--- src/rtl/pcs_pkg.sv ---
package pcs_pkg;

  // Sequencer states: three pushes plus a jump for a call, three pops for a return.
  typedef enum logic [2:0] {
    S_IDLE    = 3'd0,
    S_PUSH_LO = 3'd1,
    S_PUSH_HI = 3'd2,
    S_PUSH_PG = 3'd3,
    S_JUMP    = 3'd4,
    S_POP_PG  = 3'd5,
    S_POP_HI  = 3'd6,
    S_POP_LO  = 3'd7
  } seq_state_t;

  function automatic logic is_push(input seq_state_t s);
    return (s == S_PUSH_LO) || (s == S_PUSH_HI) || (s == S_PUSH_PG);
  endfunction

  function automatic logic is_pop(input seq_state_t s);
    return (s == S_POP_PG) || (s == S_POP_HI) || (s == S_POP_LO);
  endfunction

endpackage

--- src/rtl/pcs_xlate.sv ---
module pcs_xlate #(
  parameter int ADDR_W   = 16,
  parameter int PAGE_W   = 8,
  parameter int WIN_BITS = 14,
  parameter logic [ADDR_W-1:0] WIN_BASE = 16'h8000,
  localparam int GLB_W   = PAGE_W + WIN_BITS
) (
  input  logic [ADDR_W-1:0] loc_addr,
  input  logic [PAGE_W-1:0] page,
  output logic [GLB_W-1:0]  glb_addr,
  output logic              in_window
);

  localparam int TAG_W = ADDR_W - WIN_BITS;
  localparam logic [TAG_W-1:0] WIN_TAG = WIN_BASE[ADDR_W-1:WIN_BITS];

  typedef logic [GLB_W-1:0] glb_t;

  // The window is aligned to its own size, so a tag compare finds it.
  function automatic logic win_hit(input logic [ADDR_W-1:0] a);
    return a[ADDR_W-1:WIN_BITS] == WIN_TAG;
  endfunction

  // Inside the window the bank replaces the tag bits; outside, zero extend.
  function automatic glb_t map_addr(input logic [ADDR_W-1:0] a,
                                    input logic [PAGE_W-1:0] pg);
    glb_t r;
    if (win_hit(a)) r = {pg, a[WIN_BITS-1:0]};
    else            r = glb_t'(a);
    return r;
  endfunction

  always_comb begin
    in_window = win_hit(loc_addr);
    glb_addr  = map_addr(loc_addr, page);
  end

endmodule

--- src/rtl/pcs_stack.sv ---
module pcs_stack #(
  parameter int ADDR_W = 16,
  parameter logic [ADDR_W-1:0] STACK_TOP = 16'h2000
) (
  input  logic              clk,
  input  logic              rst_n,
  input  logic              dec,       // pre-decrement write
  input  logic              inc,       // post-increment read
  output logic [ADDR_W-1:0] sp,
  output logic [ADDR_W-1:0] push_addr,
  output logic [ADDR_W-1:0] pop_addr
);

  localparam logic [ADDR_W-1:0] ONE = ADDR_W'(1);

  logic [ADDR_W-1:0] sp_q;

  // Modular arithmetic: the stack wraps at the top of the local space.
  function automatic logic [ADDR_W-1:0] sp_step(input logic [ADDR_W-1:0] cur,
                                                input logic d, input logic i);
    logic [ADDR_W-1:0] r;
    r = cur;
    if (d)      r = cur - ONE;
    else if (i) r = cur + ONE;
    return r;
  endfunction

  always_ff @(posedge clk or negedge rst_n) begin
    if (!rst_n) sp_q <= STACK_TOP;
    else        sp_q <= sp_step(sp_q, dec, inc);
  end

  assign sp        = sp_q;
  assign push_addr = sp_q - ONE;
  assign pop_addr  = sp_q;

  assert_push_dec_R4: assert property (@(posedge clk) disable iff (!rst_n)
    dec |=> (sp_q == $past(sp_q) - ONE));

  assert_pop_inc_R6: assert property (@(posedge clk) disable iff (!rst_n)
    inc |=> (sp_q == $past(sp_q) + ONE));

  assert_sp_idle_hold_R9: assert property (@(posedge clk) disable iff (!rst_n)
    (!dec && !inc) |=> $stable(sp_q));

endmodule

--- src/rtl/pcs_ctrl.sv ---
module pcs_ctrl
  import pcs_pkg::*;
(
  input  logic       clk,
  input  logic       rst_n,
  input  logic       call_req,
  input  logic       ret_req,
  output seq_state_t state,
  output logic       call_go,
  output logic       ret_go,
  output logic       mem_we,
  output logic       mem_re,
  output logic       busy,
  output logic       done,
  output logic       irq_inhibit
);

  seq_state_t state_q, state_d;

  // Requests are only looked at when idle; a call outranks a return.
  always_comb begin
    call_go = (state_q == S_IDLE) && call_req;
    ret_go  = (state_q == S_IDLE) && !call_req && ret_req;
  end

  always_comb begin
    state_d = state_q;
    unique case (state_q)
      S_IDLE: begin
        if (call_go)     state_d = S_PUSH_LO;
        else if (ret_go) state_d = S_POP_PG;
      end
      S_PUSH_LO: state_d = S_PUSH_HI;
      S_PUSH_HI: state_d = S_PUSH_PG;
      S_PUSH_PG: state_d = S_JUMP;
      S_JUMP:    state_d = S_IDLE;
      S_POP_PG:  state_d = S_POP_HI;
      S_POP_HI:  state_d = S_POP_LO;
      S_POP_LO:  state_d = S_IDLE;
      default:   state_d = S_IDLE;
    endcase
  end

  always_ff @(posedge clk or negedge rst_n) begin
    if (!rst_n) state_q <= S_IDLE;
    else        state_q <= state_d;
  end

  always_comb begin
    state       = state_q;
    mem_we      = is_push(state_q);
    mem_re      = is_pop(state_q);
    busy        = (state_q != S_IDLE);
    done        = (state_q == S_JUMP) || (state_q == S_POP_LO);
    irq_inhibit = busy || call_go || ret_go;
  end

  assert_inhibit_in_seq_R7: assert property (@(posedge clk) disable iff (!rst_n)
    busy |-> irq_inhibit);

  assert_port_exclusive_R4: assert property (@(posedge clk) disable iff (!rst_n)
    !(mem_we && mem_re));

  assert_no_restart_R8: assert property (@(posedge clk) disable iff (!rst_n)
    (busy && !done) |=> busy);

  assert_call_first_R8: assert property (@(posedge clk) disable iff (!rst_n)
    (!busy && call_req) |=> mem_we);

endmodule

--- src/rtl/page_call_seq.sv ---
module page_call_seq
  import pcs_pkg::*;
#(
  parameter int ADDR_W   = 16,
  parameter int PAGE_W   = 8,
  parameter int WIN_BITS = 14,
  parameter logic [ADDR_W-1:0] WIN_BASE  = 16'h8000,
  parameter logic [ADDR_W-1:0] STACK_TOP = 16'h2000,
  parameter logic [ADDR_W-1:0] PC_RESET  = 16'h0000,
  localparam int GLB_W  = PAGE_W + WIN_BITS,
  localparam int HALF_W = ADDR_W / 2
) (
  input  logic              clk,
  input  logic              rst_n,
  input  logic              call_req,
  input  logic              ret_req,
  input  logic [PAGE_W-1:0] tgt_page,
  input  logic [ADDR_W-1:0] tgt_addr,
  input  logic [ADDR_W-1:0] next_pc,
  output logic              mem_we,
  output logic              mem_re,
  output logic [ADDR_W-1:0] mem_addr,
  output logic [PAGE_W-1:0] mem_wdata,
  input  logic [PAGE_W-1:0] mem_rdata,
  input  logic [ADDR_W-1:0] loc_addr,
  output logic [GLB_W-1:0]  glb_addr,
  output logic              in_window,
  output logic [PAGE_W-1:0] page,
  output logic [ADDR_W-1:0] pc,
  output logic [ADDR_W-1:0] sp,
  output logic              busy,
  output logic              done,
  output logic              irq_inhibit
);

  // Named internal events, shared between the sub-blocks and the assertions.
  seq_state_t        state;
  logic              call_go, ret_go;
  logic [ADDR_W-1:0] push_addr, pop_addr;
  logic              pg_pop, hi_pop, lo_pop, jump_now;

  logic [PAGE_W-1:0] page_q, tmp_page_q;
  logic [ADDR_W-1:0] pc_q, ret_q, tgt_q;
  logic [HALF_W-1:0] hi_q;

  pcs_ctrl u_ctrl (
    .clk         (clk),
    .rst_n       (rst_n),
    .call_req    (call_req),
    .ret_req     (ret_req),
    .state       (state),
    .call_go     (call_go),
    .ret_go      (ret_go),
    .mem_we      (mem_we),
    .mem_re      (mem_re),
    .busy        (busy),
    .done        (done),
    .irq_inhibit (irq_inhibit)
  );

  pcs_stack #(
    .ADDR_W    (ADDR_W),
    .STACK_TOP (STACK_TOP)
  ) u_stack (
    .clk       (clk),
    .rst_n     (rst_n),
    .dec       (mem_we),
    .inc       (mem_re),
    .sp        (sp),
    .push_addr (push_addr),
    .pop_addr  (pop_addr)
  );

  pcs_xlate #(
    .ADDR_W   (ADDR_W),
    .PAGE_W   (PAGE_W),
    .WIN_BITS (WIN_BITS),
    .WIN_BASE (WIN_BASE)
  ) u_xlate (
    .loc_addr  (loc_addr),
    .page      (page_q),
    .glb_addr  (glb_addr),
    .in_window (in_window)
  );

  assign pg_pop   = (state == S_POP_PG);
  assign hi_pop   = (state == S_POP_HI);
  assign lo_pop   = (state == S_POP_LO);
  assign jump_now = (state == S_JUMP);

  // Byte chosen for each push slot: low half, high half, then the old bank.
  function automatic logic [PAGE_W-1:0] push_byte(input seq_state_t s,
                                                  input logic [ADDR_W-1:0] ra,
                                                  input logic [PAGE_W-1:0] old_pg);
    logic [PAGE_W-1:0] b;
    unique case (s)
      S_PUSH_LO: b = PAGE_W'(ra[HALF_W-1:0]);
      S_PUSH_HI: b = PAGE_W'(ra[ADDR_W-1:HALF_W]);
      S_PUSH_PG: b = old_pg;
      default:   b = '0;
    endcase
    return b;
  endfunction

  // Recombine the return address from the saved high half and the last byte.
  function automatic logic [ADDR_W-1:0] join_addr(input logic [HALF_W-1:0] hi,
                                                  input logic [PAGE_W-1:0] lo);
    return {hi, HALF_W'(lo)};
  endfunction

  assign mem_addr  = mem_we ? push_addr : pop_addr;
  assign mem_wdata = push_byte(state, ret_q, tmp_page_q);

  // Bank register: swapped at acceptance of a call, restored by the first pop.
  always_ff @(posedge clk or negedge rst_n) begin
    if (!rst_n) begin
      page_q     <= '0;
      tmp_page_q <= '0;
    end else if (call_go) begin
      tmp_page_q <= page_q;
      page_q     <= tgt_page;
    end else if (pg_pop) begin
      page_q     <= mem_rdata;
    end
  end

  // Call operands are captured at acceptance so the inputs may change later.
  always_ff @(posedge clk or negedge rst_n) begin
    if (!rst_n) begin
      ret_q <= '0;
      tgt_q <= '0;
    end else if (call_go) begin
      ret_q <= next_pc;
      tgt_q <= tgt_addr;
    end
  end

  always_ff @(posedge clk or negedge rst_n) begin
    if (!rst_n)      hi_q <= '0;
    else if (hi_pop) hi_q <= HALF_W'(mem_rdata);
  end

  always_ff @(posedge clk or negedge rst_n) begin
    if (!rst_n)        pc_q <= PC_RESET;
    else if (jump_now) pc_q <= tgt_q;
    else if (lo_pop)   pc_q <= join_addr(hi_q, mem_rdata);
  end

  assign page = page_q;
  assign pc   = pc_q;

  assert_page_hold_R3: assert property (@(posedge clk) disable iff (!rst_n)
    !(call_go || pg_pop) |=> $stable(page_q));

  assert_done_to_idle_R5: assert property (@(posedge clk) disable iff (!rst_n)
    done |=> !busy);

  assert_pc_hold_R5: assert property (@(posedge clk) disable iff (!rst_n)
    !done |=> $stable(pc_q));

  assert_old_page_push_R4: assert property (@(posedge clk) disable iff (!rst_n)
    call_go |=> (tmp_page_q == $past(page_q)));

endmodule

--- config.mk ---
export PLATFORM = sky130hd
export DESIGN_NAME = page_call_seq
export DESIGN_NICKNAME = d
export VERILOG_FILES = /design/src/rtl/pcs_pkg.sv /design/src/rtl/pcs_xlate.sv /design/src/rtl/pcs_stack.sv /design/src/rtl/pcs_ctrl.sv /design/src/rtl/page_call_seq.sv
export SDC_FILE = /design/constraint.sdc
export NUM_CORES = 1
export LEC_CHECK = 0
export BUFFER_PORTS_ARGS = -buffer_cell sky130_fd_sc_hd__buf_2
export CAP_MARGIN = 10
export CORE_MARGIN = 1
export CORE_UTILIZATION = 50
export CTS_CLUSTER_DIAMETER = 120
export DETAILED_ROUTE_END_ITERATION = 8
export MAX_ROUTING_LAYER = met4
export PLACE_DENSITY = 0.8
export SYNTH_ARGS = -nofsm -noshare
export SYNTH_HDL_FRONTEND = slang
export SYNTH_SLANG_ARGS = --single-unit
--- constraint.sdc ---
create_clock -name clk -period 2.3 [get_ports clk]
set_input_delay 0.46 -clock clk [delete_from_list [all_inputs] [get_ports clk]]
set_output_delay 0.46 -clock clk [all_outputs]
set_load 0.05 [all_outputs]
==> results.md <==
- Global-route wire length before repair: 20,270 um
- EDFF count, synth: 0
- Seq/Total Area, Yosys: 49.10%
- H-tree levels: 3
- Fillcell total: 654
- Worst Setup SP: u_stack.pop_addr[0]
- Crit share post-route: 114.5%
- Clk_lat worst skew: 360 ps
- Synth top area cells: dfrtp_1 49%, mux2_2 14%, nor2_1 3.8%
- Max Slew Vio Count: 0
- ANT cells: 0
- Final ANT Viol Nets: 0
- Clk sinks: 91
- GRT Total Usage: 27.49%
- DR vias/cell: 5.773
- Pre-antenna DRT Iters: 9
- Crit Path Class: reg2out
- Fin Hold WS: 80.60 ps
- Async set or reset register ratio after synthesis: 100.0%
- Worst-path maximum fanout: 2
- Synth top area share: 48.53%
- Dominant cell by count in the synthesized netlist: dfrtp_1
- Req. time, crit path: 1840 ps
- Final Hold Viols: 0
- Worst setup SP type: register
- Area grow syn2layout: 36.21%
- Die height: 98.34 um
- Drt initial violations: 202
- Ys Warns: 0
- Nets: 655
- DRC: 9
- Syn Area/Cell: 10.87 um2
- Core area: 0.008848 mm2
- Post-synthesis simple-gate area fraction: 13.64%
- Final min period: 2633 ps
- GRT Residual Overflow: 0
- Crit end category: output port
- Slew HR: 64.77%
- Non-filler cells, final: 696
- Post-synthesis mux area share: 13.80%
- Antenna violations before repair: 0
- Setup slack at placement: -29.13 ps
- Clock Skew: 15.72 ps
- Post-Synth Adder-Cell Area: 1.078%
- Status: complete, but fails checks
- Reg2Reg Launch Point: u_ctrl.state[1]
- Fraction of layout cells with a size suffix above 1: 53.91%
- Synth unique cells: 52
- Setup TNS: -1892 ps
- Setup WS post-layout: -333.2 ps
- Violated checks: DRC, setup timing
- Routability cong.: 0.9259
- DR vias: 4,018
- Hold Path Class: in2async
- CTS tree: done
- Reg clk slew, reported paths: 100 ps
- Compound-Gate Fraction of Synth Area: 11.32%
- Die area: 0.009671 mm2
- Io pins: 160
- Die W: 98.34 um
- Worst-Margin Slew: 528.4 ps
- Worst R2R Setup Slack: 210 ps
- RSZ-0062 raised after global routing: yes
- Maxcap violations: 0
- Sequential Area: 0.002296 mm2
- # setup viols final: 11
- Routed wire length: 12,640 um
- Multi-input logic area: 0.002382 mm2
- Arrival @ worst endpoint: 2170 ps
- WL/cell: 18.16 um
- CTS Root Cell: clkbuf_8
- #FFs+latches synth: 91
- Placed Cells: 661
- Mapped Cells: 427
- Largest area contributor in the synthesized netlist: dfrtp_1
- Longest Clk Path Bufs: 2
- Vias in the first global route: 4,110
- Max Fclk: 379.8 MHz
- Clock buffer count from CTS: 9
- Hpwl dp: 8609 um
- Post-Synth XOR/XNOR Area: 5.096%
- Commonest cells post-synth: 90 x dfrtp_1, 56 x mux2_2, 47 x nor2_1
- Port Buf Inserts: 131
- Site Rows: 34
- Top_reg_cell synth: dfrtp_1
- Largest net degree at the start of global routing: 92
- Main combinational cell family by area after synthesis: multiplexers
- Initial core utilization: 52.45%
- Net Count, Synth: 499
- Post-Syn Area: 0.004641 mm2
[worst paths after layout]
| path | end | depth (start not counted) |
|---|---|---|
| worst min register to register | hi_q[7] | 1 |
| worst min-delay path | u_stack.pop_addr[12] | 2 |
| worst max register to register | page[4] | 7 |
| worst max-delay path | mem_addr[12] | 7 |
| max in group asynchronous | u_stack.pop_addr[1] | 2 |
| min in group clk | ret_q[13] | 2 |
[per-stage QoR]
stage,area (um2),util [%]
floorplan,4873,-
global placement,5724,64.69
detailed placement,5724,64.69
CTS,6233,70.45
global route,6321,71.44
finish,6321,71.44
[cell families after synthesis]
logic type | Yosys count
adder cells (fa/ha/maj) | 4
multiplexers | 57
AO/OA/AOI/OAI | 81
buffers and inverters | 49
AND/OR/NAND/NOR | 118
flip-flops | 91
XOR/XNOR | 27
[per-layer routing]
metal / wire length, um / global-route usage [%] / share of wire [%] / vias up
li1: - / - / - / 1816
met1: 5347 / 35.48 / 42 / 2011
met2: 6209 / 43.45 / 49 / 169
met3: 838 / 5.082 / 6.6 / 22
met4: 247 / 10.22 / 2.0 / 0
met5: 0 / - / 0 / -
[cells in the final DEF (no fill, tap or decap), types with 4 or more instances in the layout]
cell / count
buf_4: 44
o21ai_0: 4
a21oi_1: 28
nand4_1: 7
buf_12: 6
mux2_2: 56
xor2_1: 9
clkbuf_8: 10
xnor2_1: 8
o22ai_1: 17
and2_1: 7
dfrtp_2: 14
a22o_1: 8
buf_2: 112
nand3_1: 7
xnor2_4: 4
and3_1: 4
nor2_4: 4
nand2_1: 14
nor2_1: 43
dfrtp_1: 76
buf_6: 22
a21o_1: 9
[sequential cells by signal, indices dropped and copies added (netlist names)]
name              cells
page                  8
u_ctrl.state          3
ret_q                16
tgt_q                16
tmp_page_q            8
pc                   16
u_stack.pop_addr     16
hi_q                  8
[final cells by class]
class                   instances  area share (%)
well taps                     108           2.138
inverters                       7          0.4355
repair buffers                187           20.51
clock buffers                  10           2.177
flip-flops and latches         91           36.32
clock inverters                 6          0.7324
multi-input cells             287           37.69
[worst max-delay path: stages (launching register included)]
cell and delay [ps]:
dfrtp_2 420, inv_2 90, ha_4 140, or4b_4 490, nor4_4 190, buf_4 170, xor2_2 150, buf_6 170
[timing repair]
action | CTS | global route
pin swaps | 12 | 9
hold buffers | 0 | 0
endpoints found under the setup margin | 17 | 23
resized for setup | 54 | 23
buffers inserted | 17 | 3
Power is not shown: default switching activity piles up to over one toggle a cycle in this logic, so the estimate is an artifact.
